File: config.mk
export PLATFORM = sky130hd
export DESIGN_NAME = fps_seq
export DESIGN_NICKNAME = d
export VERILOG_FILES = /design/src/rtl/fps_pkg.sv /design/src/rtl/fps_decode.sv /design/src/rtl/fps_opstore.sv /design/src/rtl/fps_exec.sv /design/src/rtl/fps_seq.sv
export SDC_FILE = /design/constraint.sdc
export NUM_CORES = 1
export LEC_CHECK = 0
export CAP_MARGIN = 0
export CORE_MARGIN = 4
export CORE_UTILIZATION = 56
export DETAILED_ROUTE_END_ITERATION = 16
export DONT_BUFFER_PORTS = 1
export PLACE_DENSITY = 0.71
export SYNTH_ARGS = -nofsm -noshare
export SYNTH_HDL_FRONTEND = slang
export SYNTH_SLANG_ARGS = --single-unit
File: constraint.sdc
create_clock -name clk -period 7.16 [get_ports clk]
set_input_delay 1.432 -clock clk [delete_from_list [all_inputs] [get_ports clk]]
set_output_delay 1.432 -clock clk [all_outputs]
set_load 0.02 [all_outputs]
File: src/rtl/fps_pkg.sv
package fps_pkg;

   typedef enum logic [2:0] {
      ST_IDLE,
      ST_OPW,
      ST_OPND,
      ST_EXEC,
      ST_DONE,
      ST_STAT,
      ST_RES
   } seq_st_t;

   localparam logic [1:0] PH_NONE = 2'b00;
   localparam logic [1:0] PH_XFER = 2'b01;
   localparam logic [1:0] PH_STAT = 2'b10;
   localparam logic [1:0] PH_ID   = 2'b11;

   typedef enum logic [2:0] {
      OP_MOVE = 3'd0,
      OP_XOR  = 3'd1,
      OP_CMP  = 3'd2,
      OP_NEG  = 3'd3,
      OP_ABS  = 3'd4,
      OP_AND  = 3'd5,
      OP_BAD6 = 3'd6,
      OP_BAD7 = 3'd7
   } fop_t;

   localparam logic [2:0] TRAP_NONE = 3'b000;
   localparam logic [2:0] TRAP_ILL  = 3'b100;
   localparam int STAT_Z_BIT = 4;
   localparam int STAT_N_BIT = 5;

   typedef struct packed {
      fop_t op;
      logic dbl;
      logic two_src;
      logic illegal;
      logic makes_res;
   } fdec_t;

endpackage

File: src/rtl/fps_decode.sv
module fps_decode
   import fps_pkg::*;
#(
   parameter int OPW = 16
) (
   input  logic [OPW-1:0] opw,
   output fdec_t          dec
);

   fop_t op_f;

   always_comb begin
      op_f          = fop_t'(opw[2:0]);
      dec.op        = op_f;
      dec.dbl       = opw[3];
      dec.illegal   = (op_f == OP_BAD6) || (op_f == OP_BAD7);
      dec.two_src   = (op_f == OP_XOR) || (op_f == OP_CMP) || (op_f == OP_AND);
      dec.makes_res = !dec.illegal && (op_f != OP_CMP);
   end

endmodule

File: src/rtl/fps_opstore.sv
module fps_opstore #(
   parameter int DW  = 16,
   parameter int SWW = 2,
   parameter int DWW = 4
) (
   input  logic                 clk,
   input  logic                 rst_n,
   input  logic                 clr,
   input  logic                 wr,
   input  logic                 dbl,
   input  logic [DW-1:0]        din,
   output logic [DWW*DW-1:0]    a_q,
   output logic [DWW*DW-1:0]    b_q,
   output logic [$clog2(2*DWW+1)-1:0] cnt
);

   localparam int IW = $clog2(2*DWW+1);

   logic [IW-1:0] wpo;

   assign wpo = dbl ? IW'(DWW) : IW'(SWW);

   always_ff @(posedge clk or negedge rst_n) begin
      if (!rst_n)
         cnt <= '0;
      else if (clr)
         cnt <= '0;
      else if (wr)
         cnt <= cnt + IW'(1);
   end

   for (genvar g = 0; g < DWW; g++) begin : g_slot
      logic [DW-1:0] a_r, b_r;
      logic          hit_a, hit_b;

      assign hit_a = wr && (cnt == IW'(g));
      assign hit_b = wr && (cnt == (wpo + IW'(g)));

      always_ff @(posedge clk or negedge rst_n) begin
         if (!rst_n) begin
            a_r <= '0;
            b_r <= '0;
         end else begin
            if (hit_a) a_r <= din;
            if (hit_b) b_r <= din;
         end
      end

      assign a_q[g*DW +: DW] = a_r;
      assign b_q[g*DW +: DW] = b_r;
   end

endmodule

File: src/rtl/fps_exec.sv
module fps_exec
   import fps_pkg::*;
#(
   parameter int DW  = 16,
   parameter int SWW = 2,
   parameter int DWW = 4,
   parameter int LAT = 4
) (
   input  logic              clk,
   input  logic              rst_n,
   input  logic              abort,
   input  logic              start,
   input  fop_t              op,
   input  logic              dbl,
   input  logic [DWW*DW-1:0] a,
   input  logic [DWW*DW-1:0] b,
   output logic              fin,
   output logic [DWW*DW-1:0] res,
   output logic              z,
   output logic              n
);

   localparam int TW = DWW*DW;
   localparam int SB = SWW*DW;
   localparam int CW = (LAT > 1) ? $clog2(LAT) : 1;

   logic          running;
   logic [CW-1:0] cnt;
   logic [TW-1:0] res_d;
   logic signed [TW-1:0] as_v, bs_v;

   for (genvar g = 0; g < DWW; g++) begin : g_lane
      logic [DW-1:0] aw, bw, rw;
      logic          top;
      always_comb begin
         aw  = a[g*DW +: DW];
         bw  = b[g*DW +: DW];
         top = dbl ? (g == DWW-1) : (g == SWW-1);
         case (op)
            OP_XOR:  rw = aw ^ bw;
            OP_AND:  rw = aw & bw;
            OP_NEG:  rw = top ? {~aw[DW-1], aw[DW-2:0]} : aw;
            OP_ABS:  rw = top ? {1'b0, aw[DW-2:0]} : aw;
            default: rw = aw;
         endcase
      end
      assign res_d[g*DW +: DW] = rw;
   end

   if (DWW > SWW) begin : g_ext
      assign as_v = dbl ? a : {{(TW-SB){a[SB-1]}}, a[SB-1:0]};
      assign bs_v = dbl ? b : {{(TW-SB){b[SB-1]}}, b[SB-1:0]};
   end else begin : g_flat
      assign as_v = a;
      assign bs_v = b;
   end

   assign fin = running && (cnt == '0);

   always_ff @(posedge clk or negedge rst_n) begin
      if (!rst_n) begin
         running <= 1'b0;
         cnt     <= '0;
         res     <= '0;
         z       <= 1'b0;
         n       <= 1'b0;
      end else if (abort) begin
         running <= 1'b0;
      end else if (start) begin
         running <= 1'b1;
         cnt     <= CW'(LAT-1);
      end else if (running) begin
         if (cnt == '0) begin
            running <= 1'b0;
            res     <= res_d;
            z       <= (as_v == bs_v);
            n       <= (as_v < bs_v);
         end else begin
            cnt <= cnt - CW'(1);
         end
      end
   end

endmodule

File: src/rtl/fps_seq.sv
module fps_seq
   import fps_pkg::*;
#(
   parameter int             DW        = 16,
   parameter int             IDW       = 8,
   parameter logic [IDW-1:0] ID_CODE   = 8'hA6,
   parameter int             SW_WORDS  = 2,
   parameter int             DW_WORDS  = 4,
   parameter int             EXEC_LAT  = 4
) (
   input  logic          clk,
   input  logic          rst_n,
   input  logic          bus_stb,
   input  logic          bus_rd,
   input  logic [1:0]    bus_phase,
   input  logic [DW-1:0] bus_din,
   output logic [DW-1:0] bus_dout,
   output logic          bus_dout_en,
   output logic          done_stb_n,
   output logic          done_stb_oe
);

   localparam int TW = DW_WORDS*DW;
   localparam int IW = $clog2(2*DW_WORDS+1);

   if (SW_WORDS < 1 || DW_WORDS < SW_WORDS) begin : g_bad_words
      $error("fps_seq: word counts out of range");
   end
   if (EXEC_LAT < 1) begin : g_bad_lat
      $error("fps_seq: EXEC_LAT must be at least 1");
   end
   if (DW < 8 || IDW > DW) begin : g_bad_width
      $error("fps_seq: bus width too small");
   end

   seq_st_t       state;
   fdec_t         dec_now;
   fop_t          op_q;
   logic          dbl_q, ill_q, mkres_q;
   logic [IW-1:0] need_q, ridx, wpo_q, wpo_now, cnt;
   logic [TW-1:0] a_all, b_all, res_all;
   logic          ex_fin, ex_z, ex_n;
   logic          wr_stb, rd_stb, id_hit, id_ours;
   logic          xfer_wr, xfer_rd, stat_rd, opw_take, opnd_take, last_w;
   logic [DW-1:0] stat_w;

   assign wr_stb  = bus_stb && !bus_rd;
   assign rd_stb  = bus_stb && bus_rd;
   assign id_hit  = wr_stb && (bus_phase == PH_ID);
   assign id_ours = id_hit && (bus_din[IDW-1:0] == ID_CODE);
   assign xfer_wr = wr_stb && (bus_phase == PH_XFER);
   assign xfer_rd = rd_stb && (bus_phase == PH_XFER);
   assign stat_rd = rd_stb && (bus_phase == PH_STAT);

   assign opw_take  = (state == ST_OPW)  && xfer_wr;
   assign opnd_take = (state == ST_OPND) && xfer_wr;
   assign last_w    = opnd_take && (cnt == need_q - IW'(1));

   fps_decode #(.OPW(DW)) u_dec (
      .opw (bus_din),
      .dec (dec_now)
   );

   assign wpo_now = dec_now.dbl ? IW'(DW_WORDS) : IW'(SW_WORDS);
   assign wpo_q   = dbl_q ? IW'(DW_WORDS) : IW'(SW_WORDS);

   fps_opstore #(.DW(DW), .SWW(SW_WORDS), .DWW(DW_WORDS)) u_store (
      .clk   (clk),
      .rst_n (rst_n),
      .clr   (id_hit || opw_take),
      .wr    (opnd_take),
      .dbl   (dbl_q),
      .din   (bus_din),
      .a_q   (a_all),
      .b_q   (b_all),
      .cnt   (cnt)
   );

   fps_exec #(.DW(DW), .SWW(SW_WORDS), .DWW(DW_WORDS), .LAT(EXEC_LAT)) u_exec (
      .clk   (clk),
      .rst_n (rst_n),
      .abort (id_hit),
      .start (last_w),
      .op    (op_q),
      .dbl   (dbl_q),
      .a     (a_all),
      .b     (b_all),
      .fin   (ex_fin),
      .res   (res_all),
      .z     (ex_z),
      .n     (ex_n)
   );

   always_ff @(posedge clk or negedge rst_n) begin
      if (!rst_n) begin
         state   <= ST_IDLE;
         op_q    <= OP_MOVE;
         dbl_q   <= 1'b0;
         ill_q   <= 1'b0;
         mkres_q <= 1'b0;
         need_q  <= '0;
         ridx    <= '0;
      end else if (id_hit) begin
         state <= id_ours ? ST_OPW : ST_IDLE;
      end else begin
         case (state)
            ST_OPW: if (xfer_wr) begin
               op_q    <= dec_now.op;
               dbl_q   <= dec_now.dbl;
               ill_q   <= dec_now.illegal;
               mkres_q <= dec_now.makes_res;
               need_q  <= dec_now.two_src ? (wpo_now << 1) : wpo_now;
               state   <= dec_now.illegal ? ST_DONE : ST_OPND;
            end
            ST_OPND: if (last_w) state <= ST_EXEC;
            ST_EXEC: if (ex_fin) state <= ST_DONE;
            ST_DONE: state <= ST_STAT;
            ST_STAT: if (stat_rd) begin
               ridx  <= '0;
               state <= (mkres_q && !ill_q) ? ST_RES : ST_IDLE;
            end
            ST_RES: if (xfer_rd) begin
               if (ridx == wpo_q - IW'(1))
                  state <= ST_IDLE;
               else
                  ridx <= ridx + IW'(1);
            end
            default: state <= ST_IDLE;
         endcase
      end
   end

   always_comb begin
      stat_w             = '0;
      stat_w[2:0]        = ill_q ? TRAP_ILL : TRAP_NONE;
      stat_w[STAT_Z_BIT] = !ill_q && (op_q == OP_CMP) && ex_z;
      stat_w[STAT_N_BIT] = !ill_q && (op_q == OP_CMP) && ex_n;
   end

   always_comb begin
      case (state)
         ST_STAT: bus_dout = stat_w;
         ST_RES:  bus_dout = res_all[int'(ridx)*DW +: DW];
         default: bus_dout = '0;
      endcase
   end

   assign bus_dout_en = (state == ST_STAT) || (state == ST_RES);
   assign done_stb_oe = (state == ST_DONE);
   assign done_stb_n  = (state != ST_DONE);

endmodule

==> results summary <==
The total wire length after detailed routing is 33,300 um. The biggest fanout along the worst timing path came out at 21. Setup repair after global routing left no endpoint under its margin. The clock network power share came out at 33.7%. Setup violations remaining at the end of the flow were counted as 0. Wire segments on met2 add up to 15,500 um in the final route.

The worst hold path belongs to the class reg2reg. The leakage power figure is 6.97 nW. The number of I/O pins is 41.

The post-synthesis net count came out at 1,527. The total of cells resized after clock tree synthesis is 0. The normalized max-slew margin came out at 14.2%. The width of the chip is 161 um. The routability congestion estimate from global placement came out at 0.876. The number of antenna violations at the first check in global routing came to 1. The count of H-tree levels built during CTS is 1. After the flow finishes, the layout carries non-filler instances totaling 1,648. The register area share after synthesis is 41.2%. The switching component of the power is 1.32 mW. The count of vias placed by the detailed router is 9,884. Compared with the post-synthesis result, the final layout area differs by 7.18%.

The number of input and output port buffers inserted came out at 0. The synthesized netlist contains 65 unique library cells. The insertion delay of the later-clocked pin in the worst-skew pair is 0.52 ns. The number of maximum-capacitance constraint violations came out at 0. The setup TNS after final layout came out at 0 ns. The total power per unit cell area is 272 mW/mm^2.

Summed over all nets, wire length on met3 after detailed routing comes to 2010 um. The via density per instance came out at 6.00. After synthesis the netlist holds a flip-flop and latch count of 217.

The overall fraction of global-route tracks in use is 25.6%. The final worst clock skew is 0.0151 ns. Combinational cells account for 26.6% of the total power.

The required time of the worst setup path came out at 5.73 ns. IR analysis of the VDD net gives a maximum drop of 0.000185 V. The floorplan step defined a die boundary enclosing 0.0260 sq mm. The average wire per cell in the routed design is 20.2 um. The number of standard cells after synthesis came out at 1,366. The final count of pins violating max slew was 0.

The aggregate global routing overflow came out at 0. The maximum number of pins on one net before global-route repair is 218. The synthesized netlist occupies a cell area of 0.0132 sq mm.

Buffers added to address setup during post-CTS repair amount to 0. The net switching share of the total power came out at 34.5%. The number of clock sinks is 217. The area of the placeable core is 0.0229 sq mm.

In the final layout, the share of cells above drive strength 1 is 13.3%. The number of instances in the placed design is 1,602. The number of warnings printed during yosys synthesis came out at 0. Sequential cells burn 39.7% of the power. Hold repair after CTS inserted 0 buffers. In the synthesized netlist the dominant register cell turns out to be dfrtp_1.

The clock root buffer master is clkbuf_16. The floorplan step set the die height to 161 um. The number of hold violations in the final report is 0. The number of flops mapped to enable cells by yosys is 0. The number of antenna diodes in the final layout is 0. The internal power component came out at 2.52 mW. The effective utilization at floorplan is 57.5%. The worst setup path is captured at an output pin. The share of the cycle needed by the critical path after routing is 57.9%. Once detail routing completed, the nets flagged for antenna violations numbered 0. The longest clock path from root to sink contains 3 buffers. The number of nets in the finished design came out at 1,477. The post-route met1 wirelength came out at 14,600 um.

The number of global-route vias before repair came to 9,521. Leaving out fill and tap cells, the most frequent cells in the layout are dfrtp_1, nand2_1, a21oi_1. The DRC violation count after routing came out at 0. The clock-pin slew on the worst setup and hold paths is 0.06 ns.

The critical path in this run is classified as reg2out. The reg2reg setup slack came out at 3.62 ns. The critical path arrival is 2.72 ns. Signal routing reaches up to met5. The leading cell type in the layout, fill and taps excluded is dfrtp_1.

The share of async-settable or async-resettable flops after synthesis came out at 100%. The first global-routing pass estimated 53,000 um of wire. The worst setup path is launched from a flip-flop.

The slew of the pin with the lowest slew margin is 1.29 ns. Counting the buffers created by CTS gives 25. The detailed router's first-iteration violation count came out at 766. The run finished with clean final reports.

The number of detailed-route iterations in the first pass came out at 5. TritonCTS built the clock tree. Summed over all nets, the half-perimeter wirelength after detailed placement is 22,600 um.

Each instance of the synthesized netlist takes up on average 9.64 sq um. Derived from the worst setup path, the maximum achievable clock frequency is 0.241 GHz. The final period demand of the worst path came out at 4.15 ns. The row count came out at 55.
area by class of cell:
class	instances	area, sq um
clock inverters	12	139
well taps	313	392
clock buffers	34	689
inverters	52	195
fillers	1941	8800
repair buffers	7	52.6
multi-input cells	1013	7220
flip-flops and latches	217	5440
power by group through the flow:
stage / Clock, mW / Combinational (mW) / Sequential (mW)
floorplan: 0 / 0.872 / 1.42
global placement: 0 / 0.979 / 1.54
detailed placement: 0 / 1.01 / 1.54
CTS: 1.32 / 1.02 / 1.52
global route: 1.38 / 1.12 / 1.54
finish: 1.30 / 1.02 / 1.53
metrics by stage:
stage	util (%)	area [sq um]	worst slack (ns)	total power, mW	hold WS [ns]
finish	61.6	14100	3.01	3.84	0.478
global route	61.6	14100	2.84	4.05	0.505
CTS	61.6	14100	2.95	3.86	0.481
detailed placement	58.0	13300	3.51	2.55	0.468
global placement	58.0	13300	3.53	2.52	0.457
floorplan	-	13200	4.01	2.29	0.444
worst paths after layout:
path                           startpoint                  endpoint  depth (start not counted)
max                               ridx[0]               bus_dout[8]                          2
min in group asynchronous           rst_n  u_store.g_slot[0].b_r[4]                          0
max reg2reg                         dbl_q                  u_exec.n                          9
min reg2reg                u_exec.res[29]            u_exec.res[29]                          2
min                        u_exec.res[29]            u_exec.res[29]                          2
max in group asynchronous           rst_n            u_exec.res[15]                          0
synthesized netlist by cell type (5+ instances only):
| library cell | n | area [sq um] |
|---|---|---|
| a21o_1 | 7 | 52.6 |
| nand2_1 | 197 | 739 |
| and3_1 | 16 | 100 |
| mux2i_1 | 36 | 360 |
| and4_1 | 10 | 87.6 |
| buf_2 | 12 | 60.1 |
| a221o_1 | 5 | 50.1 |
| nand4_1 | 11 | 68.8 |
| nand2b_1 | 5 | 31.3 |
| inv_1 | 52 | 195 |
| buf_1 | 14 | 52.6 |
| mux2_1 | 5 | 56.3 |
| mux2_2 | 93 | 1050 |
| a21oi_1 | 160 | 801 |
| nand3_1 | 15 | 75.1 |
| ha_1 | 139 | 1740 |
| dfrtp_1 | 217 | 5430 |
| nand2_2 | 5 | 31.3 |
| clkbuf_1 | 54 | 203 |
| xnor2_1 | 5 | 43.8 |
| mux4_2 | 16 | 360 |
| o21ai_0 | 118 | 591 |
| nor2_1 | 108 | 405 |
metal layers:
metal / vias to the layer above / global-route usage, %
li1: 4696 / -
met1: 4855 / 34.5
met2: 269 / 41.8
met3: 62 / 4.52
met4: 2 / 9.15
met5: - / 0
logic make-up (layout without fill, tap and decap cells):
| kind of cell | after synthesis | after routing | synth area share (%) |
|---|---|---|---|
| DFF | 217 | 217 | 41.2 |
| AOI/OAI and AO/OA | 318 | 318 | 13.2 |
| muxes | 150 | 150 | 13.8 |
| and+or+nand+nor | 396 | 396 | 13.7 |
| adders and majority gates | 139 | 139 | 13.2 |
| buffers and inverters | 136 | 105 | 4.19 |
| xor gates and xnor gates | 10 | 10 | 0.722 |
sequential cells by signal (all words and copies together) (netlist names):
signal	flops
dbl_q	1
ill_q	1
mkres_q	1
need_q	3
op_q	3
ridx	4
state	3
u_exec.cnt	2
u_exec.n	1
u_exec.res	64
u_exec.running	1
u_exec.z	1
u_store.cnt	4
u_store.g_slot.a_r	64
u_store.g_slot.b_r	64
worst max-delay path, cell delays in order, from the launching register on:
cell and delay (ns):
dfrtp_1 1.20, mux4_2 0.68, and3_1 0.30
No activity file was read; power rests on OpenSTA's default activity.
